[src/rtl/accwin_pkg.sv]
package accwin_pkg;
   localparam int CODE_W  = 2;
   localparam int CYC_W   = 6;
   localparam int INNER_W = 7;
   localparam int CFG_W   = CODE_W + CYC_W;
   localparam int NCODES  = 2 ** CODE_W;

   typedef struct packed {
      logic [INNER_W-1:0] per_cycle;
      logic [CYC_W:0]     cycles;
   } win_cfg_t;
endpackage

[src/rtl/accwin_cfg_decode.sv]
module accwin_cfg_decode #(
   parameter int CODE_W  = 2,
   parameter int CYC_W   = 6,
   parameter int INNER_W = 7,
   parameter logic [(2**CODE_W)*INNER_W-1:0] INNER_TABLE = {7'd100, 7'd84, 7'd50, 7'd42}
) (
   input  logic [CODE_W+CYC_W-1:0] cfg_word,
   output logic [INNER_W-1:0]      per_cycle,
   output logic [CYC_W:0]          cycles
);
   localparam int NCODES = 2 ** CODE_W;
   localparam int TOP    = CODE_W + CYC_W - 1;

   logic [INNER_W-1:0] lut [NCODES];
   logic [CODE_W-1:0]  code;
   logic [CYC_W-1:0]   field;

   for (genvar g = 0; g < NCODES; g++) begin : g_lut
      assign lut[g] = INNER_TABLE[g*INNER_W +: INNER_W];
      if (INNER_TABLE[g*INNER_W +: INNER_W] < 2) begin : g_bad
         initial $fatal(1, "inner cycle size below 2 at code %0d", g);
      end
   end

   assign code  = cfg_word[TOP -: CODE_W];
   assign field = cfg_word[CYC_W-1:0];

   always_comb begin
      per_cycle = lut[code];
      if (field == '0) cycles = {1'b1, {CYC_W{1'b0}}};
      else             cycles = {1'b0, field};
   end
endmodule

[src/rtl/accwin_counter.sv]
module accwin_counter #(
   parameter int INNER_W = 7,
   parameter int CYC_W   = 6
) (
   input  logic               clk,
   input  logic               rst_n,
   input  logic               tick,
   input  logic [INNER_W-1:0] new_per_cycle,
   input  logic [CYC_W:0]     new_cycles,
   output logic               opening,
   output logic               closing
);
   logic               at_open;
   logic [INNER_W-1:0] inner_q, lim_in;
   logic [CYC_W:0]     outer_q, lim_out;
   logic               inner_wrap, outer_last;

   assign inner_wrap = (inner_q == INNER_W'(lim_in - 1'b1));
   assign outer_last = (outer_q == (CYC_W+1)'(lim_out - 1'b1));
   assign opening    = tick && at_open;
   assign closing    = tick && !at_open && inner_wrap && outer_last;

   always_ff @(posedge clk) begin
      if (!rst_n) begin
         at_open <= 1'b1;
         inner_q <= '0;
         outer_q <= '0;
         lim_in  <= '0;
         lim_out <= '0;
      end else if (opening) begin
         lim_in  <= new_per_cycle;
         lim_out <= new_cycles;
         inner_q <= INNER_W'(1);
         outer_q <= '0;
         at_open <= 1'b0;
      end else if (tick) begin
         if (closing) at_open <= 1'b1;
         if (inner_wrap) begin
            inner_q <= '0;
            outer_q <= outer_q + 1'b1;
         end else begin
            inner_q <= inner_q + 1'b1;
         end
      end
   end
endmodule

[src/rtl/accwin_flag.sv]
module accwin_flag (
   input  logic clk,
   input  logic rst_n,
   input  logic set_evt,
   input  logic clr,
   output logic flag,
   output logic ovr
);
   always_ff @(posedge clk) begin
      if (!rst_n) begin
         flag <= 1'b0;
         ovr  <= 1'b0;
      end else begin
         if (set_evt)  flag <= 1'b1;
         else if (clr) flag <= 1'b0;
         if (set_evt && flag && !clr) ovr <= 1'b1;
         else if (clr)                ovr <= 1'b0;
      end
   end
endmodule

[src/rtl/accum_window_ctrl.sv]
module accum_window_ctrl #(
   parameter int CODE_W  = accwin_pkg::CODE_W,
   parameter int CYC_W   = accwin_pkg::CYC_W,
   parameter int INNER_W = accwin_pkg::INNER_W,
   parameter logic [(2**CODE_W)*INNER_W-1:0] INNER_TABLE = {7'd100, 7'd84, 7'd50, 7'd42}
) (
   input  logic                     clk,
   input  logic                     rst_n,
   input  logic                     tick_in,
   input  logic [CODE_W+CYC_W-1:0]  cfg_word,
   input  logic                     ack_clr,
   output logic                     win_start,
   output logic                     win_end,
   output logic                     capture_en,
   output logic                     ready_irq,
   output logic                     ready_ovr
);
   initial begin
      assert (CODE_W >= 1 && CYC_W >= 1) else $fatal(1, "field widths must be positive");
      assert (INNER_W >= 2) else $fatal(1, "inner width too small");
   end

   logic [INNER_W-1:0] dec_per_cycle;
   logic [CYC_W:0]     dec_cycles;
   logic               opening, closing;

   accwin_cfg_decode #(
      .CODE_W(CODE_W), .CYC_W(CYC_W), .INNER_W(INNER_W), .INNER_TABLE(INNER_TABLE)
   ) i_dec (
      .cfg_word (cfg_word),
      .per_cycle(dec_per_cycle),
      .cycles   (dec_cycles)
   );

   accwin_counter #(.INNER_W(INNER_W), .CYC_W(CYC_W)) i_cnt (
      .clk          (clk),
      .rst_n        (rst_n),
      .tick         (tick_in),
      .new_per_cycle(dec_per_cycle),
      .new_cycles   (dec_cycles),
      .opening      (opening),
      .closing      (closing)
   );

   accwin_flag i_flag (
      .clk    (clk),
      .rst_n  (rst_n),
      .set_evt(closing),
      .clr    (ack_clr),
      .flag   (ready_irq),
      .ovr    (ready_ovr)
   );

   always_ff @(posedge clk) begin
      if (!rst_n) begin
         win_start  <= 1'b0;
         win_end    <= 1'b0;
         capture_en <= 1'b0;
      end else begin
         win_start  <= opening;
         win_end    <= closing;
         capture_en <= closing;
      end
   end
endmodule

[config.mk]
export PLATFORM = sky130hd
export DESIGN_NAME = accum_window_ctrl
export DESIGN_NICKNAME = d
export VERILOG_FILES = /design/src/rtl/accwin_pkg.sv /design/src/rtl/accwin_cfg_decode.sv /design/src/rtl/accwin_counter.sv /design/src/rtl/accwin_flag.sv /design/src/rtl/accum_window_ctrl.sv
export SDC_FILE = /design/constraint.sdc
export NUM_CORES = 1
export LEC_CHECK = 0
export ABC_AREA = 1
export BUFFER_PORTS_ARGS = -buffer_cell sky130_fd_sc_hd__buf_2
export CORE_ASPECT_RATIO = 1.4
export CORE_MARGIN = 1.5
export CORE_UTILIZATION = 55
export DETAILED_ROUTE_END_ITERATION = 12
export PLACE_DENSITY = 0.8
export SLEW_MARGIN = 15
export SYNTH_ARGS = -nofsm -noshare
export SYNTH_HDL_FRONTEND = slang
export SYNTH_SLANG_ARGS = --single-unit
[constraint.sdc]
create_clock -name clk -period 1.8 [get_ports clk]
set_input_delay 0.36 -clock clk [delete_from_list [all_inputs] [get_ports clk]]
set_output_delay 0.36 -clock clk [all_outputs]
set_load 0.005 [all_outputs]
==> impl_metrics.json <==
{
  "fin_crit_sh": 0.931,
  "hold-path-endpoint": "i_cnt.lim_out[4]$_SDFFE_PN0P_",
  "min_delay_path_depth": 3,
  "initialDrtViolationCount": 43,
  "synth-edff-count": 0,
  "max_slew.worst_pin.slew_ns": 0.483,
  "cp-end-kind": "register",
  "met1_usage": 0.251,
  "grt_max_degree": 17,
  "clock-skew-final_ns": 0.00366,
  "wl_um": 3800,
  "cts_htree_levels": 2,
  "holdBufCountCts": 0,
  "syn_to_final_growth_pct": 14.2,
  "clk_latency_ns": 0.28,
  "yosys_warnings": 0,
  "fp-row-count": 24,
  "critical_path_buf_inv_count": 3,
  "netlist.area_leader.share": 0.345,
  "ios": 17,
  "grtUsageMet3": 0.0549,
  "place.gp.congestion": 0.797,
  "ys_seq_area_frac": 0.345,
  "path_common_cell": "nand2_1",
  "synth_ff_type": "dfxtp_1",
  "critPathMaxStageDelay_ns": 0.32,
  "cts_tree": "yes",
  "numCtsBuffers": 5,
  "drv_cap": 0,
  "grt_pass1_wl_um": 6560,
  "clk_pin_slew_ns": 0.06,
  "grt_util_all_layers": 0.235,
  "syn-cell-area_mm2": 0.00180,
  "grt_pass1_vias": 1597,
  "wl_per_cell_um": 11.7,
  "die_w_um": 51.3,
  "crit_required_ns": 1.95,
  "ys_seq_elements": 31,
  "status": "complete, no violations",
  "hpwl_um": 2930,
  "path_depth": 11,
  "timing.rr.end": "i_cnt.outer_q[0]$_SDFFE_PP0P_",
  "setup.worst_path.class": "reg2reg",
  "max_freq_mhz": 597,
  "p_total_uw": 1570,
  "p_leak_uw": 0.00101,
  "cp.arrival_ns": 1.82,
  "synth_cell_types": 33,
  "postLayoutCoreUtil": 0.657,
  "netlist_instances": 261,
  "floorplan.initialDensity": 0.576,
  "top_usage_layer": "met2",
  "drive_above_1_share": 0.195,
  "avgViaCountPerCell": 5.21,
  "diodes": 0,
  "crit_chain": "inv_1, ha_2, inv_1, nand2_1, nand2_1, nand3_2, nor2_4, buf_4, nand3_2, nand2_1, a21oi_1",
  "via_count": 1699,
  "grt-ovfl-total": 0,
  "port_buffers": 16,
  "synthTopCellsByArea": "dfxtp_1 35%, nand2_1 15%, inv_1 6.9%, nand3_1 5.3%, nor2_1 4.6%",
  "yosys.area.top_type": "dfxtp_1",
  "hold_class": "in2reg",
  "reg2reg_depth": 11,
  "async_reset_ff_frac": 0,
  "dieArea_mm2": 0.00363,
  "ir_worst_vdd_uv": 530,
  "avgSynthCellArea_um2": 6.89,
  "slew_headroom": 0.678,
  "drv_slew": 0,
  "antenna_found_initial": 0,
  "crit_family": "simple AND/OR/NAND/NOR gates",
  "clk_path_buf_depth": 2,
  "drtPass1Iterations": 5,
  "nets": 304,
  "dp_cells": 315,
  "syn_nets": 279,
  "drc": 0,
  "fin_cells": 326,
  "slowest_stage": "dfxtp_1",
  "setup_viol": 0,
  "period_needed_ns": 1.68,
  "core_area_mm2": 0.00312,
  "cts_num_sinks": 31,
  "rrSetupSlack_ns": 0.12,
  "r2r-start": "i_cnt.lim_in[1]$_SDFFE_PN0P_",
  "met2_usage": 0.413,
  "worstHoldStart": "cfg_word[4]",
  "crit_fanout": 5,
  "start_kind": "register",
  "hold_violations": 0,
  "dieHeight_um": 70.7,
  "root_buffer": "clkbuf_8",
  "postRouteAntennaNets": 0,
  "powerDensity_mw_per_mm2": 763
}
==> metrics by stage <==
step / setup TNS [ns] / hold WS, ns / cell area (um^2) / setup slack (ns)
floorplan: 0 / 0.446 / 1800 / 0.162
global placement: 0 / 0.456 / 1930 / 0.179
detailed placement: 0 / 0.458 / 1930 / 0.0963
CTS: 0 / 0.314 / 2030 / 0.0813
global route: -0.0213 / 0.323 / 2050 / -0.0109
finish: 0 / 0.320 / 2050 / 0.124
==> worst register-to-register path, cell delays in order (launching register included) <==
cell	delay, ns
dfxtp_1	0.32
inv_1	0.13
ha_2	0.30
inv_1	0.05
nand2_1	0.04
nand2_1	0.07
nand3_2	0.09
nor2_4	0.15
buf_4	0.14
nand3_2	0.11
nand2_1	0.09
a21oi_1	0.05
==> cells in the final DEF, fill, tap and decap left out, types with 2 or more instances in the layout <==
cell type and count:
nor2_1 22, inv_2 10, xnor2_1 3, dfxtp_1 31, clkbuf_8 7, o21ai_0 8
nand2_1 70, nor2_2 3, inv_1 33, nor3_1 3, ha_1 5, buf_4 5
nand3_1 19, nand4_1 10, buf_2 16, nand3_2 7, nor2_4 2, nand2_2 3
xor2_1 6, a21oi_1 7, o22ai_1 3
==> synth_stat cells, types with 2 or more instances <==
cell type	n
nor3_1	3
nor2_2	3
o21ai_0	8
nand2_1	70
nor2_4	2
o22ai_1	3
xor2_1	6
a21oi_1	7
nand3_1	19
ha_1	6
inv_2	10
nor2_1	22
xnor2_1	3
nand4_1	10
buf_4	2
nand3_2	6
dfxtp_1	31
inv_1	33
nand2_2	3
==> power breakdown <==
| group | switching, uW | leakage, uW | internal [uW] |
|---|---|---|---|
| combinational | 157 | 0.000710 | 90.6 |
| sequential | 18.9 | 0.000252 | 708 |
| clock | 243 | 0.0000515 | 348 |
| total | 420 | 0.00101 | 1150 |
==> per-layer routing <==
metal  part of all wire  wire (um)  up-vias
met1               0.41       1550      782
met2               0.53       2030       24
li1                   -          -      880
met3              0.024         93       13
met4              0.032        121        0
met5                  0          0        -
==> cells by family after synthesis <==
group,after synthesis,share of synthesized area
XOR/XNOR,9,0.0438
multiplexers,1,0.00557
buffers and inverters,47,0.103
AND/OR/NAND/NOR,142,0.376
AO/OA/AOI/OAI,25,0.0849
adder cells (fa/ha/maj),6,0.0418
flip-flops,31,0.345
==> how the worst max path moves through the flow <==
| stage | end | slack, ns | startpoint |
|---|---|---|---|
| after CTS | i_cnt.inner_q[3]$_SDFFE_PP0P_ | 0.08 | i_cnt.lim_in[1]$_SDFFE_PN0P_ |
| after global routing | i_cnt.inner_q[3]$_SDFFE_PP0P_ | -0.01 | i_cnt.lim_in[2]$_SDFFE_PN0P_ |
| after floorplan | i_cnt.inner_q[3]$_SDFFE_PP0P_ | 0.16 | i_cnt.lim_in[1]$_SDFFE_PN0P_ |
| after global placement | i_cnt.inner_q[3]$_SDFFE_PP0P_ | 0.18 | i_cnt.lim_in[1]$_SDFFE_PN0P_ |
| after detailed placement | i_cnt.inner_q[3]$_SDFFE_PP0P_ | 0.1 | i_cnt.lim_in[1]$_SDFFE_PN0P_ |
| final | i_cnt.outer_q[0]$_SDFFE_PP0P_ | 0.12 | i_cnt.lim_in[1]$_SDFFE_PN0P_ |
==> final cells by class <==
type / count / area (um^2)
multi-input cells: 184 / 1000
fillers: 287 / 1070
inverters: 43 / 161
clock buffers: 8 / 100
flip-flops and latches: 31 / 621
repair buffers: 21 / 118
well taps: 39 / 48.8
==> state kept, by name, indices dropped and copies added, names as in the netlist <==
| signal | count |
|---|---|
| i_cnt.lim_out | 7 |
| capture_en | 1 |
| i_flag.ovr | 1 |
| i_cnt.outer_q | 7 |
| win_start | 1 |
| i_cnt.at_open | 1 |
| i_flag.flag | 1 |
| i_cnt.lim_in | 5 |
| i_cnt.inner_q | 7 |
==> what timing repair did <==
item                                    in CTS  in global routing
endpoints found under the setup margin       0                  9
setup buffers                                0                  2
resized for setup                            0                  1
Note: power is estimated with default switching activity, not from simulation.
